## src/rtl/fma_seq_pkg.sv

```systemverilog
package fma_seq_pkg;

    // IEEE exception flag vector width and bit positions
    localparam int FLAG_W = 5;
    localparam int FLG_INVALID  = 4;
    localparam int FLG_OVERFLOW = 3;
    localparam int FLG_UNDERFLW = 2;
    localparam int FLG_DIVZERO  = 1;
    localparam int FLG_INEXACT  = 0;

    typedef enum logic [1:0] {
        OPK_MADD  = 2'b00,   // a*b + c
        OPK_MSUB  = 2'b01,   // a*b - c
        OPK_NMADD = 2'b10,   // -(a*b) - c
        OPK_NMSUB = 2'b11    // -(a*b) + c
    } op_kind_e;

    typedef enum logic [2:0] {
        ST_IDLE     = 3'd0,
        ST_MUL_WAIT = 3'd1,
        ST_ADD_WAIT = 3'd2,
        ST_DONE     = 3'd3,
        ST_TRAP     = 3'd4
    } seq_state_e;

endpackage

```

## src/rtl/fma_sign_ctl.sv

```systemverilog
module fma_sign_ctl
    import fma_seq_pkg::*;
(
    input  op_kind_e kind,
    output logic     neg_prod,
    output logic     neg_addend
);

    always_comb begin
        unique case (kind)
            OPK_MADD:  begin neg_prod = 1'b0; neg_addend = 1'b0; end
            OPK_MSUB:  begin neg_prod = 1'b0; neg_addend = 1'b1; end
            OPK_NMADD: begin neg_prod = 1'b1; neg_addend = 1'b1; end
            OPK_NMSUB: begin neg_prod = 1'b1; neg_addend = 1'b0; end
            default:   begin neg_prod = 1'b0; neg_addend = 1'b0; end
        endcase
    end

endmodule

```

## src/rtl/fma_exc_merge.sv

```systemverilog
module fma_exc_merge #(
    parameter int FLAG_W = 5
) (
    input  logic [FLAG_W-1:0] step_flags,
    input  logic [FLAG_W-1:0] prior_flags,
    input  logic [FLAG_W-1:0] trap_mask,
    output logic [FLAG_W-1:0] trap_bits,
    output logic              any_trap,
    output logic [FLAG_W-1:0] merged
);

    // a condition traps only when raised and enabled at the same position
    always_comb begin
        trap_bits = step_flags & trap_mask;
        any_trap  = |trap_bits;
        merged    = prior_flags | step_flags;
    end

endmodule

```

## src/rtl/fma_seq.sv

```systemverilog
module fma_seq
    import fma_seq_pkg::*;
#(
    parameter int DATA_W = 64
) (
    input  logic                 clk,
    input  logic                 rst_n,
    input  logic                 op_valid,
    output logic                 op_ready,
    input  logic [1:0]           op_kind,
    input  logic [DATA_W-1:0]    op_a,
    input  logic [DATA_W-1:0]    op_b,
    input  logic [DATA_W-1:0]    op_c,
    input  logic [FLAG_W-1:0]    trap_en,
    output logic                 mul_req,
    output logic [DATA_W-1:0]    mul_a,
    output logic [DATA_W-1:0]    mul_b,
    input  logic                 mul_rsp_valid,
    input  logic [DATA_W-1:0]    mul_rsp_result,
    input  logic [FLAG_W-1:0]    mul_rsp_flags,
    output logic                 add_req,
    output logic [DATA_W-1:0]    add_x,
    output logic [DATA_W-1:0]    add_y,
    output logic                 add_neg_prod,
    output logic                 add_neg_addend,
    input  logic                 add_rsp_valid,
    input  logic [DATA_W-1:0]    add_rsp_result,
    input  logic [FLAG_W-1:0]    add_rsp_flags,
    output logic                 rd_we,
    output logic [DATA_W-1:0]    rd_data,
    output logic                 done,
    output logic                 trap,
    output logic [FLAG_W-1:0]    exc_cur,
    output logic [FLAG_W-1:0]    exc_acc
);

    typedef struct packed {
        seq_state_e          state;
        op_kind_e            kind;
        logic [DATA_W-1:0]   a;
        logic [DATA_W-1:0]   b;
        logic [DATA_W-1:0]   c;
        logic [FLAG_W-1:0]   en;
        logic [DATA_W-1:0]   prod;
        logic [FLAG_W-1:0]   mflags;
        logic [DATA_W-1:0]   result;
        logic [FLAG_W-1:0]   cur;
        logic [FLAG_W-1:0]   acc;
        logic                mul_req;
        logic                add_req;
    } seq_regs_t;

    seq_regs_t q, d;

    logic [FLAG_W-1:0] mul_trap_bits, mul_merged;
    logic [FLAG_W-1:0] add_trap_bits, add_merged;
    logic              mul_any_trap, add_any_trap;

    // multiply step has no earlier flags to merge with
    fma_exc_merge #(.FLAG_W(FLAG_W)) u_mul_exc (
        .step_flags  (mul_rsp_flags),
        .prior_flags ({FLAG_W{1'b0}}),
        .trap_mask   (q.en),
        .trap_bits   (mul_trap_bits),
        .any_trap    (mul_any_trap),
        .merged      (mul_merged)
    );

    // add step merges on top of the stored clean multiply flags
    fma_exc_merge #(.FLAG_W(FLAG_W)) u_add_exc (
        .step_flags  (add_rsp_flags),
        .prior_flags (q.mflags),
        .trap_mask   (q.en),
        .trap_bits   (add_trap_bits),
        .any_trap    (add_any_trap),
        .merged      (add_merged)
    );

    fma_sign_ctl u_sign (
        .kind       (q.kind),
        .neg_prod   (add_neg_prod),
        .neg_addend (add_neg_addend)
    );

    always_comb begin
        d         = q;
        d.mul_req = 1'b0;
        d.add_req = 1'b0;
        unique case (q.state)
            ST_IDLE: begin
                if (op_valid) begin
                    d.state   = ST_MUL_WAIT;
                    d.kind    = op_kind_e'(op_kind);
                    d.a       = op_a;
                    d.b       = op_b;
                    d.c       = op_c;
                    d.en      = trap_en;
                    d.mul_req = 1'b1;
                end
            end
            ST_MUL_WAIT: begin
                if (mul_rsp_valid) begin
                    if (mul_any_trap) begin
                        // abort: add step never starts, accrued left alone
                        d.cur   = mul_trap_bits;
                        d.state = ST_TRAP;
                    end else begin
                        d.prod    = mul_rsp_result;
                        d.mflags  = mul_merged;
                        d.add_req = 1'b1;
                        d.state   = ST_ADD_WAIT;
                    end
                end
            end
            ST_ADD_WAIT: begin
                if (add_rsp_valid) begin
                    if (add_any_trap) begin
                        d.cur   = add_trap_bits;
                        d.state = ST_TRAP;
                    end else begin
                        d.result = add_rsp_result;
                        d.cur    = add_merged;
                        d.acc    = q.acc | add_merged;
                        d.state  = ST_DONE;
                    end
                end
            end
            ST_DONE, ST_TRAP: d.state = ST_IDLE;
            default:          d.state = ST_IDLE;
        endcase
    end

    always_ff @(posedge clk) begin
        if (!rst_n) begin
            q.state   <= ST_IDLE;
            q.kind    <= OPK_MADD;
            q.a       <= '0;
            q.b       <= '0;
            q.c       <= '0;
            q.en      <= '0;
            q.prod    <= '0;
            q.mflags  <= '0;
            q.result  <= '0;
            q.cur     <= '0;
            q.acc     <= '0;
            q.mul_req <= 1'b0;
            q.add_req <= 1'b0;
        end else begin
            q <= d;
        end
    end

    assign op_ready = (q.state == ST_IDLE);
    assign mul_req  = q.mul_req;
    assign mul_a    = q.a;
    assign mul_b    = q.b;
    assign add_req  = q.add_req;
    assign add_x    = q.prod;
    assign add_y    = q.c;
    assign done     = (q.state == ST_DONE);
    assign rd_we    = (q.state == ST_DONE);
    assign rd_data  = q.result;
    assign trap     = (q.state == ST_TRAP);
    assign exc_cur  = q.cur;
    assign exc_acc  = q.acc;

endmodule

```

## config.mk

```make
export PLATFORM = sky130hd
export DESIGN_NAME = fma_seq
export DESIGN_NICKNAME = d
export VERILOG_FILES = /design/src/rtl/fma_seq_pkg.sv /design/src/rtl/fma_sign_ctl.sv /design/src/rtl/fma_exc_merge.sv /design/src/rtl/fma_seq.sv
export SDC_FILE = /design/constraint.sdc
export NUM_CORES = 1
export LEC_CHECK = 0
export BUFFER_PORTS_ARGS = -buffer_cell sky130_fd_sc_hd__clkbuf_2
export CORE_AREA = 2 2 264 266
export CTS_BUF_LIST = sky130_fd_sc_hd__clkbuf_16
export DETAILED_ROUTE_END_ITERATION = 6
export DIE_AREA = 0 0 266 268
export PLACE_DENSITY_LB_ADDON = 0.1
export SLEW_MARGIN = 25
export SYNTH_ARGS = -nofsm -noshare
export SYNTH_HDL_FRONTEND = slang
export SYNTH_HIERARCHICAL = 1
export SYNTH_SLANG_ARGS = --single-unit
export TNS_END_PERCENT = 100
```

## constraint.sdc

```tcl
create_clock -name clk -period 3.2 [get_ports clk]
set_input_delay 0.32 -clock clk [delete_from_list [all_inputs] [get_ports clk]]
set_output_delay 0.32 -clock clk [all_outputs]
set_load 0.02 [all_outputs]
```

==> flow_metrics.env <==
export IMPL_outcome="finished clean"
export IMPL_root_buffer="clkbuf_16"
export IMPL_yosysWarningCount=6
export IMPL_grt_pass1_wl_mm=88.9
export IMPL_path_clk_slew_ns=0.06
export IMPL_fp_dieW_microns=266
export IMPL_ios=680
export IMPL_wl_per_cell_microns=17.6
export IMPL_synth_area_leaders="dfxtp_1 (45%), buf_4 (17%), a21oi_1 (11%)"
export IMPL_rsz0062_at_grt="false"
export IMPL_htreeDepth=2
export IMPL_initial_core_util=0.226
export IMPL_wl_met1_mm=25.2
export IMPL_crit_required_ns=2.88
export IMPL_design_area_sq_mm=0.0215
export IMPL_criticalPathCategory="flop to output pin"
export IMPL_worst_skew_pair_late_latency_ns=0.57
export IMPL_totalWireLength_mm=60.4
export IMPL_portBuffers=679
export IMPL_min_period_over_period=0.720
export IMPL_antenna_found_initial=10
export IMPL_dp_hpwl_mm=43.1
export IMPL_ir_drop_uv=318
export IMPL_layout_drive_gt1_share=0.307
export IMPL_syn_cell_area_sq_mm=0.0154
export IMPL_power_leakage_nw=9.37
export IMPL_slowest_stage="or2_2"
export IMPL_area_growth_synth_to_final_pct=39.8
export IMPL_multi_input_area_sq_mm=0.00518
export IMPL_cts_buffers=44
export IMPL_synthFlopType="dfxtp_1"
export IMPL_min_path_type="input pin to flop"
export IMPL_yosysTopAreaCell="dfxtp_1"
export IMPL_wl_met2_mm=28.5
export IMPL_synth_cell_type_count=40
export IMPL_yosysSeqAreaShare=0.451
export IMPL_fin_skew_ns=0.0212
export IMPL_drc_errors=0
export IMPL_slew_headroom=0.480
export IMPL_cts_tree="built"
export IMPL_finalHoldViolCount=0
export IMPL_r2r_slack_ns=0.97
export IMPL_dr_wl_met3_mm=4.78
export IMPL_worstPathArrival_ns=1.98
export IMPL_ys_ff_latch=347
export IMPL_slowest_delay_ns=0.48
export IMPL_cts_sinks=347
export IMPL_worst_pin_slew_ns=0.781
export IMPL_postCtsSetupRepairBufs=0
export IMPL_cts_hold_buf=317
export IMPL_drtPass1Iterations=5
export IMPL_rows=96
export IMPL_dieArea_sq_mm=0.0713
export IMPL_synth_top_area_frac=0.451
export IMPL_clockBufferDepth=3
export IMPL_dr_max_layer_used="met5"
export IMPL_regArea_sq_mm=0.00695
export IMPL_core_sq_mm=0.0682
export IMPL_dr_first_iter_drc_count=698
export IMPL_finalSetupViolations=0
export IMPL_startpoint_type="flop"
export IMPL_synthArstFlopShare=0
export IMPL_place_gp_congestion=0.811
export IMPL_syn_inst=1918
export IMPL_timing_max_transition_violations_final=0
export IMPL_cp_max_fo=20
export IMPL_die_y_microns=268
export IMPL_cts_resized=0
export IMPL_power_density_mw_per_mm2=529
export IMPL_cp_cell_sequence="buf_4 > or2_2 > nor2_1 > clkbuf_2"
export IMPL_n_fill_cell=7451
export IMPL_synth_edf_count=0
export IMPL_grt_max_degree=106
export IMPL_vias_per_cell=4.25
export IMPL_grt_pass1_vias=14600
export IMPL_fin_tns_setup_ns=0
export IMPL_cp_end_kind="output pin"
export IMPL_vias=14600
export IMPL_post_route_min_period_ns=2.30
export IMPL_synth_area_per_cell_sq_um=8.03
export IMPL_placed_area_sq_mm=0.0170
export IMPL_nets=2858
export IMPL_ant_nets=0
export IMPL_gr_total_overflow=0
export IMPL_max_freq_mhz=434
export IMPL_grt_use_total=0.160
export IMPL_maxCapViolCount=0
## critical path: cells and delay by family (launching register included)
kind / cells / cell delay [ns]
and+or+nand+nor: 2 / 0.65
buffers and inverters: 2 / 0.43
DFF: 1 / 0.34
## placed cells by master (no fill, tap or decap), types with 19 or more instances in the layout
cell type and n:
inv_1 20, clkbuf_2 679, clkbuf_16 45, dfxtp_1 347
nand2_1 399, nand3_1 133, buf_4 19, dlygate4sd3_1 317
o21ai_0 136, a21oi_1 334
## Yosys cell counts (2+ instances only)
cell type and count:
a31oi_1 5, nand3b_1 3, mux2i_1 2, nand2_1 399
a211oi_1 10, ha_1 2, clkbuf_1 87, nand3_1 133
buf_2 26, inv_1 4, nor3_1 3, nor2_1 8
mux2_2 5, and2_4 2, a21oi_1 334, a22oi_1 5
buf_4 346, or2_1 9, dfxtp_1 347, and4bb_2 2
and2_1 8, buf_6 21, or4_4 2, a22o_1 2
or2_2 3, o21ai_0 136
## power by group
group          switching (mW)  internal (mW)  leakage, nW
logic                    1.28          0.837         5.84
clock network            1.97           2.61        0.697
registers               0.132           4.57         2.83
total                    3.38           8.02         9.37
## worst paths after layout
path / startpoint / endpoint / cells past startpoint
worst max-delay path: q[345] / op_ready / 4
worst min-delay path: op_b[53] / mul_b[53] / 3
worst max register to register: q[148] / add_x[47] / 6
worst min register to register: add_y[24] / add_y[24] / 2
## routing by layer
metal,up-vias,global-route usage
met5,-,0
met3,105,0.0551
li1,7235,-
met1,6766,0.186
met4,10,0.0574
met2,482,0.272
## stage by stage
stage | worst slack (ns) | hold WS, ns | utilization | cells | total power, mW
6_report | 0.895 | 0.0415 | 0.316 | 3436 | 11.4
5_1_grt | 0.725 | 0.0233 | 0.316 | 3435 | 12.0
4_1_cts | 0.819 | 0.00587 | 0.316 | 3432 | 11.7
3_5_place_dp | 0.849 | 0.446 | 0.250 | 3033 | 6.61
3_3_place_gp | 0.875 | 0.440 | 0.250 | 3033 | 6.60
2_1_floorplan | 1.15 | 0.437 | - | 1922 | 6.16
## final cells by class
class / instances / area share
clock inverter: 37 / 0.00860
sequential: 347 / 0.323
timing repair buffer: 1027 / 0.323
multi-input combinational: 1089 / 0.241
clock buffer: 45 / 0.0523
tap: 882 / 0.0512
antenna: 4 / 0.000465
inverter: 5 / 0.00122
## state kept, by name (all words and copies together), names as in the netlist
| register | cells |
|---|---|
| add_x | 64 |
| add_y | 64 |
| mul_a | 64 |
| mul_b | 64 |
| rd_data | 64 |
| q | 15 |
| exc_acc | 5 |
| exc_cur | 5 |
| add_req | 1 |
| mul_req | 1 |
## logic make-up (layout without fill, tap and decap cells)
logic type               count (synthesis)  in the layout  share of synthesized area
AO/OA/AOI/OAI                          494            494                      0.164
flip-flops                             347            347                      0.451
buffers and inverters                  486           1114                      0.215
adder cells (fa/ha/maj)                  2              2                    0.00162
multiplexers                             7              7                    0.00495
other                                    1              9                   0.000243
AND/OR/NAND/NOR                        581            581                      0.163
(Power assumes the default switching activity.)
